$ cat src/rtl/xmem_pkg.sv
// Shared types for the external data memory router.
// Assumes nothing beyond the encodings listed here.
package xmem_pkg;
    // Mapping mode encoding; both 2'b10 and 2'b11 route everything off-die.
    typedef enum logic [1:0] {
        MAP_ONDIE     = 2'b00,
        MAP_SPLIT     = 2'b01,
        MAP_OFFDIE    = 2'b10,
        MAP_OFFDIE_B  = 2'b11
    } map_mode_e;

    // Off-die bus sequencer states.
    typedef enum logic [1:0] {
        BS_IDLE   = 2'b00,
        BS_ALE    = 2'b01,
        BS_STROBE = 2'b10,
        BS_DONE   = 2'b11
    } bus_state_e;
endpackage

$ cat src/rtl/xmem_decode.sv
// Target decoder: tells whether an address maps to the on-die RAM under
// the given mapping mode. Purely combinational. Assumes the on-die RAM
// occupies the lowest 2**ONDIE_AW bytes of the space.
module xmem_decode
    import xmem_pkg::*;
#(
    parameter int ADDR_W   = 16,
    parameter int ONDIE_AW = 12
) (
    input  logic [1:0]        map_mode,
    input  logic [ADDR_W-1:0] addr,
    output logic              to_ondie
);
    localparam int HI_W = ADDR_W - ONDIE_AW;

    logic [HI_W-1:0] upper;
    assign upper = addr[ADDR_W-1:ONDIE_AW];

    // Select the target from mode and upper address bits.
    always_comb begin
        case (map_mode_e'(map_mode))
            MAP_ONDIE: to_ondie = 1'b1;
            MAP_SPLIT: to_ondie = (upper == '0);
            default:   to_ondie = 1'b0;
        endcase
    end
endmodule

$ cat src/rtl/xmem_bus_seq.sv
// Off-die bus sequencer. On start it captures the request and the bus
// timing, then runs an optional address-latch cycle (multiplexed timing),
// a strobe phase of wait+1 cycles and a one-cycle done phase.
// Assumes start is only raised while idle and the request is held.
module xmem_bus_seq
    import xmem_pkg::*;
#(
    parameter int ADDR_W = 16,
    parameter int DATA_W = 8,
    parameter int WAIT_W = 3
) (
    input  logic              clk,
    input  logic              rst_n,
    input  logic              start,
    input  logic              write,
    input  logic [ADDR_W-1:0] addr,
    input  logic [DATA_W-1:0] wdata,
    input  logic              muxed,
    input  logic [WAIT_W-1:0] wait_cfg,
    output logic              idle,
    output logic              done,
    output logic [DATA_W-1:0] rdata,
    output logic [ADDR_W-DATA_W-1:0] ext_addr_hi,
    output logic [DATA_W-1:0] ext_addr_lo,
    output logic [DATA_W-1:0] ext_ad_out,
    output logic              ext_ad_oe,
    input  logic [DATA_W-1:0] ext_ad_in,
    output logic              ext_ale,
    output logic              ext_rd_n,
    output logic              ext_wr_n
);
    localparam int HI_W = ADDR_W - DATA_W;

    bus_state_e        state;
    logic [ADDR_W-1:0] addr_q;
    logic [DATA_W-1:0] wdata_q;
    logic [DATA_W-1:0] rdata_q;
    logic              write_q;
    logic              muxed_q;
    logic [WAIT_W-1:0] wait_q;
    logic [WAIT_W-1:0] cnt;

    // Sequencer state, captured request and read-data sampling.
    always_ff @(posedge clk) begin
        if (!rst_n) begin
            state   <= BS_IDLE;
            addr_q  <= '0;
            wdata_q <= '0;
            rdata_q <= '0;
            write_q <= 1'b0;
            muxed_q <= 1'b0;
            wait_q  <= '0;
            cnt     <= '0;
        end else begin
            case (state)
                BS_IDLE: if (start) begin
                    addr_q  <= addr;
                    wdata_q <= wdata;
                    write_q <= write;
                    muxed_q <= muxed;
                    wait_q  <= wait_cfg;
                    cnt     <= wait_cfg;
                    state   <= muxed ? BS_ALE : BS_STROBE;
                end
                BS_ALE: state <= BS_STROBE;
                BS_STROBE: begin
                    if (cnt == '0) begin
                        state <= BS_DONE;
                        if (!write_q) rdata_q <= ext_ad_in;
                    end else begin
                        cnt <= cnt - 1'b1;
                    end
                end
                default: state <= BS_IDLE;
            endcase
        end
    end

    logic in_ale, in_strobe;
    assign in_ale    = (state == BS_ALE);
    assign in_strobe = (state == BS_STROBE);

    // Pin values for the current phase.
    always_comb begin
        ext_ale     = in_ale;
        ext_addr_hi = (in_ale || in_strobe) ? addr_q[ADDR_W-1:DATA_W] : '0;
        ext_addr_lo = (in_strobe && !muxed_q) ? addr_q[DATA_W-1:0] : '0;
        ext_ad_oe   = in_ale || (in_strobe && write_q);
        if (in_ale)                    ext_ad_out = addr_q[DATA_W-1:0];
        else if (in_strobe && write_q) ext_ad_out = wdata_q;
        else                           ext_ad_out = '0;
        ext_rd_n    = !(in_strobe && !write_q);
        ext_wr_n    = !(in_strobe && write_q);
    end

    assign idle  = (state == BS_IDLE);
    assign done  = (state == BS_DONE);
    assign rdata = rdata_q;

    // Checker state: length of the current strobe run.
    logic [WAIT_W:0] strb_len;
    always_ff @(posedge clk) begin
        if (!rst_n)                     strb_len <= '0;
        else if (!ext_rd_n || !ext_wr_n) strb_len <= strb_len + 1'b1;
        else                            strb_len <= '0;
    end

    // the address-latch cycle is followed directly by a strobe.
    p_ale_then_strobe_r4: assert property (@(posedge clk) disable iff (!rst_n)
        ext_ale |=> (!ext_rd_n || !ext_wr_n));

    // a non-multiplexed start never produces an address-latch cycle.
    p_no_ale_direct_r5: assert property (@(posedge clk) disable iff (!rst_n)
        (idle && start && !muxed) |=> !ext_ale);

    // every strobe run lasts the captured wait value plus one.
    p_strobe_len_r6: assert property (@(posedge clk) disable iff (!rst_n)
        $rose(ext_rd_n && ext_wr_n) |-> (strb_len == ({1'b0, wait_q} + 1'b1)));

    // completion follows the strobe release.
    p_done_after_strobe_r7: assert property (@(posedge clk) disable iff (!rst_n)
        $rose(ext_rd_n && ext_wr_n) |-> done);

    // completion is a single-cycle pulse.
    p_done_pulse_r8: assert property (@(posedge clk) disable iff (!rst_n)
        done |=> !done);

    logic unused_hi;
    assign unused_hi = ^HI_W;
endmodule

$ cat src/rtl/xmem_router.sv
// External data memory router top. Decodes each held request against the
// mapping mode; on-die requests are served combinationally through the
// RAM port, off-die requests are handed to the bus sequencer.
// Assumes the RAM has asynchronous read and writes on the clock edge,
// and that the requester holds its request until req_done.
module xmem_router
    import xmem_pkg::*;
#(
    parameter int ADDR_W   = 16,
    parameter int DATA_W   = 8,
    parameter int ONDIE_AW = 12,
    parameter int WAIT_W   = 3
) (
    input  logic                     clk,
    input  logic                     rst_n,
    input  logic [1:0]               cfg_map,
    input  logic                     cfg_muxed,
    input  logic [WAIT_W-1:0]        cfg_wait,
    input  logic                     req_valid,
    input  logic                     req_write,
    input  logic [ADDR_W-1:0]        req_addr,
    input  logic [DATA_W-1:0]        req_wdata,
    output logic                     req_done,
    output logic [DATA_W-1:0]        req_rdata,
    output logic                     ram_en,
    output logic                     ram_we,
    output logic [ONDIE_AW-1:0]      ram_addr,
    output logic [DATA_W-1:0]        ram_wdata,
    input  logic [DATA_W-1:0]        ram_rdata,
    output logic [ADDR_W-DATA_W-1:0] ext_addr_hi,
    output logic [DATA_W-1:0]        ext_addr_lo,
    output logic [DATA_W-1:0]        ext_ad_out,
    output logic                     ext_ad_oe,
    input  logic [DATA_W-1:0]        ext_ad_in,
    output logic                     ext_ale,
    output logic                     ext_rd_n,
    output logic                     ext_wr_n
);
    logic              to_ondie;
    logic              seq_idle;
    logic              seq_done;
    logic              seq_start;
    logic [DATA_W-1:0] seq_rdata;

    xmem_decode #(.ADDR_W(ADDR_W), .ONDIE_AW(ONDIE_AW)) u_decode (
        .map_mode (cfg_map),
        .addr     (req_addr),
        .to_ondie (to_ondie)
    );

    // Route the held request to one side only.
    always_comb begin
        ram_en    = req_valid && to_ondie && seq_idle;
        seq_start = req_valid && !to_ondie && seq_idle;
        ram_we    = ram_en && req_write;
        ram_addr  = req_addr[ONDIE_AW-1:0];
        ram_wdata = req_wdata;
        req_done  = ram_en || seq_done;
        req_rdata = ram_en ? ram_rdata : seq_rdata;
    end

    xmem_bus_seq #(.ADDR_W(ADDR_W), .DATA_W(DATA_W), .WAIT_W(WAIT_W)) u_seq (
        .clk         (clk),
        .rst_n       (rst_n),
        .start       (seq_start),
        .write       (req_write),
        .addr        (req_addr),
        .wdata       (req_wdata),
        .muxed       (cfg_muxed),
        .wait_cfg    (cfg_wait),
        .idle        (seq_idle),
        .done        (seq_done),
        .rdata       (seq_rdata),
        .ext_addr_hi (ext_addr_hi),
        .ext_addr_lo (ext_addr_lo),
        .ext_ad_out  (ext_ad_out),
        .ext_ad_oe   (ext_ad_oe),
        .ext_ad_in   (ext_ad_in),
        .ext_ale     (ext_ale),
        .ext_rd_n    (ext_rd_n),
        .ext_wr_n    (ext_wr_n)
    );

    // an on-die access leaves the pins idle.
    p_ondie_pins_quiet_r11: assert property (@(posedge clk) disable iff (!rst_n)
        ram_en |-> (ext_rd_n && ext_wr_n && !ext_ale));

    // once an off-die access is accepted, the RAM stays deselected next cycle.
    p_offdie_no_ram_r11: assert property (@(posedge clk) disable iff (!rst_n)
        seq_start |=> !ram_en);

    // in split mode, a valid address at or above 4 KB never selects the RAM.
    p_split_upper_r2: assert property (@(posedge clk) disable iff (!rst_n)
        (cfg_map == MAP_SPLIT && req_valid && req_addr[ADDR_W-1:ONDIE_AW] != '0) |-> !ram_en);
endmodule

$ cat config.mk
export PLATFORM = sky130hd
export DESIGN_NAME = xmem_router
export DESIGN_NICKNAME = d
export VERILOG_FILES = /design/src/rtl/xmem_pkg.sv /design/src/rtl/xmem_decode.sv /design/src/rtl/xmem_bus_seq.sv /design/src/rtl/xmem_router.sv
export SDC_FILE = /design/constraint.sdc
export NUM_CORES = 1
export LEC_CHECK = 0
export CAP_MARGIN = 20
export CORE_ASPECT_RATIO = 0.7
export CORE_MARGIN = 3
export CORE_UTILIZATION = 36
export DETAILED_ROUTE_END_ITERATION = 10
export PLACE_DENSITY = 0.76
export SLEW_MARGIN = 20
export SYNTH_ARGS = -nofsm -noshare
export SYNTH_HDL_FRONTEND = slang
export SYNTH_SLANG_ARGS = --single-unit
$ cat constraint.sdc
create_clock -name clk -period 1.8 [get_ports clk]
set_input_delay 0.36 -clock clk [delete_from_list [all_inputs] [get_ports clk]]
set_output_delay 0.36 -clock clk [all_outputs]
set_load 0.01 [all_outputs]
# Yosys cells after proc, flatten, opt, wreduce, memory -nomap -nowiden
# Index checks and enable logic that the tools add are counted.
# word_totals
reg_bits	39
out_inout_bits	59
word_cells	54
# classes
add_sub_neg	1
eq_ne	7
mux	13
n_bitwise	1
reduce_logical	25
# op_table
cell	n
$mux W8	5
$logic_and A1 B1 Y1	8
$mux W2	3
$mux W3	2
$pmux W2 S3	1
$pmux W3 S2	1
$reduce_and A3 Y1	2
$logic_not A1 Y1	5
$eq A2 B1 Y1 const B	2
$eq A2 B2 Y1 const B	2
$logic_not A2 Y1	2
$logic_not A4 Y1	1
$ne A2 B2 Y1 const B	2
$reduce_and A2 Y1	2
$logic_not A3 Y1	1
$logic_or A1 B1 Y1	3
$sub A3 B1 Y3 const B	1
$ne A2 B1 Y1 const B	1
$pmux W1 S2	1
$reduce_bool A2 Y1	1
$not A1 Y1	1

# Logic depth before layout (Yosys ltp)
# depth
depth_word	7
ltp_mapped	7
depth_no_buf	6

# Modules after synthesis
# A second synthesis with hierarchy kept.
# hier_totals
hier_cells	271
area_unflattened_um2	2152.1
# modules_own_cells
module	instances	cells_each	area_each_um2	seq_area_each_um2
xmem_bus_seq	1	233	1825.5	780.7
xmem_router	1	36	314.1	0.0
xmem_decode	1	2	12.5	0.0

# Worst setup path after synthesis
# OpenSTA, ideal clock, no wires.
# synth_path
path_kind	input to output
from	in req_addr[12]
to	out req_rdata[0]
t_arrival_ns	1.569
required_time_ns	1.440
slack_ns	-0.129
stages	4
n_path_buf	1
cell_sequence	o41a_1 > nor3_2 > buf_6 > mux2_2
# synth_between
elab_chain_len	5
# synth_rtl
item	line	source
start: declaration	xmem_router.sv:21	input logic [ADDR_W-1:0] req_addr,
$logic_not A4 Y1	xmem_decode.sv:23	MAP_SPLIT: to_ondie = (upper == '0);
$pmux W1 S2	xmem_decode.sv:21	case (map_mode_e'(map_mode))
$logic_and A1 B1 Y1 (2 in a row)	xmem_router.sv:53	ram_en = req_valid && to_ondie && seq_idle;
via ram_en	xmem_router.sv:25	output logic ram_en,
$mux W8	xmem_router.sv:59	req_rdata = ram_en ? ram_rdata : seq_rdata;
end: declaration	xmem_router.sv:24	output logic [DATA_W-1:0] req_rdata,
# The timed path passes the listed nets, and every way through them passes these cells.

# Final worst setup path
# layout_path
from	in req_addr[15]
to	out req_rdata[1]
# layout_between
elab_chain_len	5
# layout_rtl
item	line
$logic_not A4 Y1	xmem_decode.sv:23
$pmux W1 S2	xmem_decode.sv:21
$logic_and A1 B1 Y1 (2 in a row)	xmem_router.sv:53
$mux W8	xmem_router.sv:59
# No other way between the ends.

==> impl_summary.txt <==
----------------------------------------------------
[Die]
  Core outline area ... roughly 0.0055 mm^2
  Die extent in x ... a little under 100 um
  Number of cell rows ... 22
  DIE AREA ... ~0.0069 mm^2
  I/O pins ... 109
  Die height ... around 71 um
  Starting density of the core ... 0.390

[Worst setup path]
  Worst endpoint data arrival time ... between 1.5 and 2 ns
  Category of cells accounting for the largest share of critical-path delay ... buffers and inverters
  Critical path data required time ... ~1.4 ns
  Critical R2R Capture ... u_seq.cnt[1]$_SDFFE_PN0P_
  Crit path max-delay cell type ... sky130_fd_sc_hd__o41a_1
  Worst R2R Start ... u_seq.state[0]$_SDFFE_PN0P_
  Startpoint class of the critical path ... input pin
  Register-to-Register Path Depth ... 8
  CP most frequent cell ... sky130_fd_sc_hd__buf_6
  Path type of the worst setup path ... input pin to output pin
  Worst setup path startpoint ... req_addr[15]
  Worst-case register-to-register setup slack ... roughly 0.080 ns
  Worst-path maximum fanout ... 4
  Delay contributed by the slowest stage of the critical path ... ~0.47 ns
  Type of element capturing the critical path ... output pin
  List of cells traversed by the critical path ... buf_6 > o41a_1 > nor3_4 > buf_6 > buf_6 > mux2_4 > buf_6
  Stages on worst setup path ... 7
  End point of the critical path ... req_rdata[1]
  Critical path buffers and inverters ... 4

[Finish]
  Util after Layout ... 0.669
  Most common cell after layout, fill and taps aside ... sky130_fd_sc_hd__clkdlybuf4s50_1
  Layout overhead on the synthesized area ... 71.6%
  Post-layout net count ... around 450
  Most frequent cells in the layout ... sky130_fd_sc_hd__clkdlybuf4s50_1, sky130_fd_sc_hd__nand2_1, sky130_fd_sc_hd__dfxtp_1
  Share of final-layout standard cells stronger than drive strength 1 ... 0.339
  Antenna Diode Count ... 0

[STA]
  Slew Limit Headroom ... 0.701
  Setup violation total in the final timing report ... 29
  Max Clock Skew ... around 0.007 ns
  RSZ-0062 raised after global routing ... true
  Slew Limit Fails ... 0
  Minimum clock period ... about 2.2 ns
  Total negative slack for setup checks ... -5.98 ns
  Hold Vio Cnt, Final ... 0
  Fmax ... 455 MHz
  Share of the clock period used by the worst path ... 1.22
  Worst path setup slack after routing ... -0.399 ns
  Least-Margin Pin Slew ... 0.448 ns
  Worst hold slack across all endpoints ... between 0.3 and 0.4 ns

[Clock network]
  Level count of the clock H-tree ... 2
  Clk Latency, worst-skew pair ... approximately 0.28 ns
  TritonCTS Sinks ... 39
  Inserted Clock Buffers ... 5
  Clock tree from TritonCTS ... yes
  Number of buffers on the longest clock path ... 2
  Clock root buffer ... sky130_fd_sc_hd__clkbuf_8
  Clock edge transition at the registers on the reported setup and hold paths ... 0.07 ns

[Global route]
  Antenna violations before repair ... 0
  Total overflow reported by the global router ... 0
  Global-route wire length before repair ... between 10000 and 15000 um
  Global Route Usage Sum ... 0.186
  Pin count of the biggest net entering global routing ... 53
  Number of global-route vias before repair ... about 2200

[Synth]
  Share of the yosys chip area belonging to registers ... 0.364
  Async S/R FF share, synth ... 0
  Yosys synthesis warning count ... 0
  Netlist cell types ... 35
  Mapped cell area ... between 0.002 and 0.0025 mm^2
  Post-synthesis area per instance ... approximately 8 um^2
  Portion of synthesized cell area occupied by the leading cell type ... 0.364
  Main synth FF type ... sky130_fd_sc_hd__dfxtp_1
  Flops & latches, synth ... 39
  Synth area leaders ... sky130_fd_sc_hd__dfxtp_1, sky130_fd_sc_hd__o21ai_0, sky130_fd_sc_hd__nand2_1
  Top cell type by total area after synthesis ... sky130_fd_sc_hd__dfxtp_1
  Synthesized netlist cell count ... 270
  Count of flip-flops with a built-in enable after synthesis ... 0
  Net count after synthesis ... roughly 330

[Placed design]
  RD Place Congestion ... 0.805
  Placed wire-length estimate after detailed placement ... between 4000 and 5000 um
  Port bufs ... between 100 and 150

[Detailed routing]
  First-pass iteration count of the detailed router ... 4
  DRC ... 0
  Routed Wire Length ... roughly 6500 um
  Routed vias ... roughly 2200
  Vias per std cell ... 4.83
  Antenna Violating Nets Remaining ... 0
  Number of DRC markers after the initial detailed-route iteration ... 64
  Detailed-route wire length per cell ... 14.0 um

[Power and ir drop]
  Largest vdd supply drop ... between 0.0006 and 0.0007 V
  Total chip power ... roughly 3800 uW
  Power per cell area ... 1030 mW/mm^2
  Leakage power ... ~0.0016 uW

[Run status]
  Violated checks ... negative setup slack
  Outcome ... finished with violations

[Hold path]
  Worst hold-check path type ... input pin to register

[Job]
  Total of max-cap violations ... 0

----------------------------------------------------
-- layer usage --
metal / wire length, um / global-route usage
met1: 2890 / 0.244
met2: 3110 / 0.306
met3: 431 / 0.0542
met4: 71 / 0.0409
met5: 0 / 0
-- where the power goes --
part | total (uW) | switching [uW] | internal (uW) | leakage [uW]
registers | 1130 | 98.7 | 1030 | 0.000319
logic | 2060 | 943 | 1120 | 0.00124
clock network | 591 | 291 | 301 | 0.0000470
-- synth_stat cells (2+ instances only) --
cell type and n:
sky130_fd_sc_hd__mux2_2 8, sky130_fd_sc_hd__nand2b_1 3, sky130_fd_sc_hd__o311ai_0 2, sky130_fd_sc_hd__buf_2 5, sky130_fd_sc_hd__nand2_1 46, sky130_fd_sc_hd__a211oi_1 2
sky130_fd_sc_hd__ha_1 6, sky130_fd_sc_hd__nor2_1 8, sky130_fd_sc_hd__clkbuf_1 9, sky130_fd_sc_hd__o211ai_1 2, sky130_fd_sc_hd__inv_1 9, sky130_fd_sc_hd__and2_1 18
sky130_fd_sc_hd__nand3_1 26, sky130_fd_sc_hd__nor2b_1 3, sky130_fd_sc_hd__buf_4 20, sky130_fd_sc_hd__mux2i_1 10, sky130_fd_sc_hd__dfxtp_1 39, sky130_fd_sc_hd__o21ai_0 35
sky130_fd_sc_hd__or2_2 3
-- worst min path at each step --
stage,slack [ns],cells past startpoint,start,end
finish,0.35,3,req_addr[12],u_seq.addr_q[12]$_SDFFE_PN0P_
global route,0.36,3,req_addr[12],u_seq.addr_q[12]$_SDFFE_PN0P_
CTS,0.34,3,req_addr[14],u_seq.addr_q[14]$_SDFFE_PN0P_
detailed placement,0.45,2,u_seq.addr_q[15]$_SDFFE_PN0P_,u_seq.addr_q[15]$_SDFFE_PN0P_
global placement,0.45,2,u_seq.addr_q[10]$_SDFFE_PN0P_,u_seq.addr_q[10]$_SDFFE_PN0P_
floorplan,0.44,2,u_seq.addr_q[10]$_SDFFE_PN0P_,u_seq.addr_q[10]$_SDFFE_PN0P_
-- repair_timing --
item / CTS / global route
pin swaps: 13 / 14
resized for setup: 195 / 47
gates cloned: 1 / 0
hold buffers: 0 / 0
buffers inserted: 10 / 7
hold endpoints to repair: 0 / 0
endpoints found under the setup margin: 40 / 43
-- cells by family after synthesis --
| logic type | count (synthesis) | share of synthesized area |
|---|---|---|
| buf+inv | 45 | 0.121 |
| compound gates | 49 | 0.139 |
| mux | 18 | 0.0886 |
| fa+ha+maj | 6 | 0.0350 |
| simple gates | 113 | 0.253 |
| flops | 39 | 0.364 |
-- sequential cells by signal, summed over array words and instances, names as in the netlist --
register / count
u_seq.addr_q: 16
u_seq.cnt: 3
u_seq.muxed_q: 1
u_seq.rdata: 8
u_seq.state: 2
u_seq.wdata_q: 8
u_seq.write_q: 1
-- area by class of cell --
class,count,area [um^2]
well taps,72,90.1
flip-flops and latches,39,783
clock inverters,1,5.00
inverters,9,36.3
multi-input cells,187,1270
clock buffers,6,82.6
repair buffers,150,1420
fillers,452,1820
-- per-stage QoR --
step | std cells | setup slack (ns) | cell area (um^2)
after floorplan | 270 | -0.129 | 2150
after global placement | 442 | -0.991 | 3350
after detailed placement | 442 | -1.04 | 3350
after CTS | 459 | -0.313 | 3550
after global routing | 464 | -0.436 | 3680
final | 464 | -0.399 | 3680
-- worst min-delay path: stages --
cell and delay (ns):
sky130_fd_sc_hd__clkbuf_2 0.10, sky130_fd_sc_hd__nand2_1 0.06, sky130_fd_sc_hd__o21ai_0 0.06
Note: power is estimated with default switching activity, not from simulation.
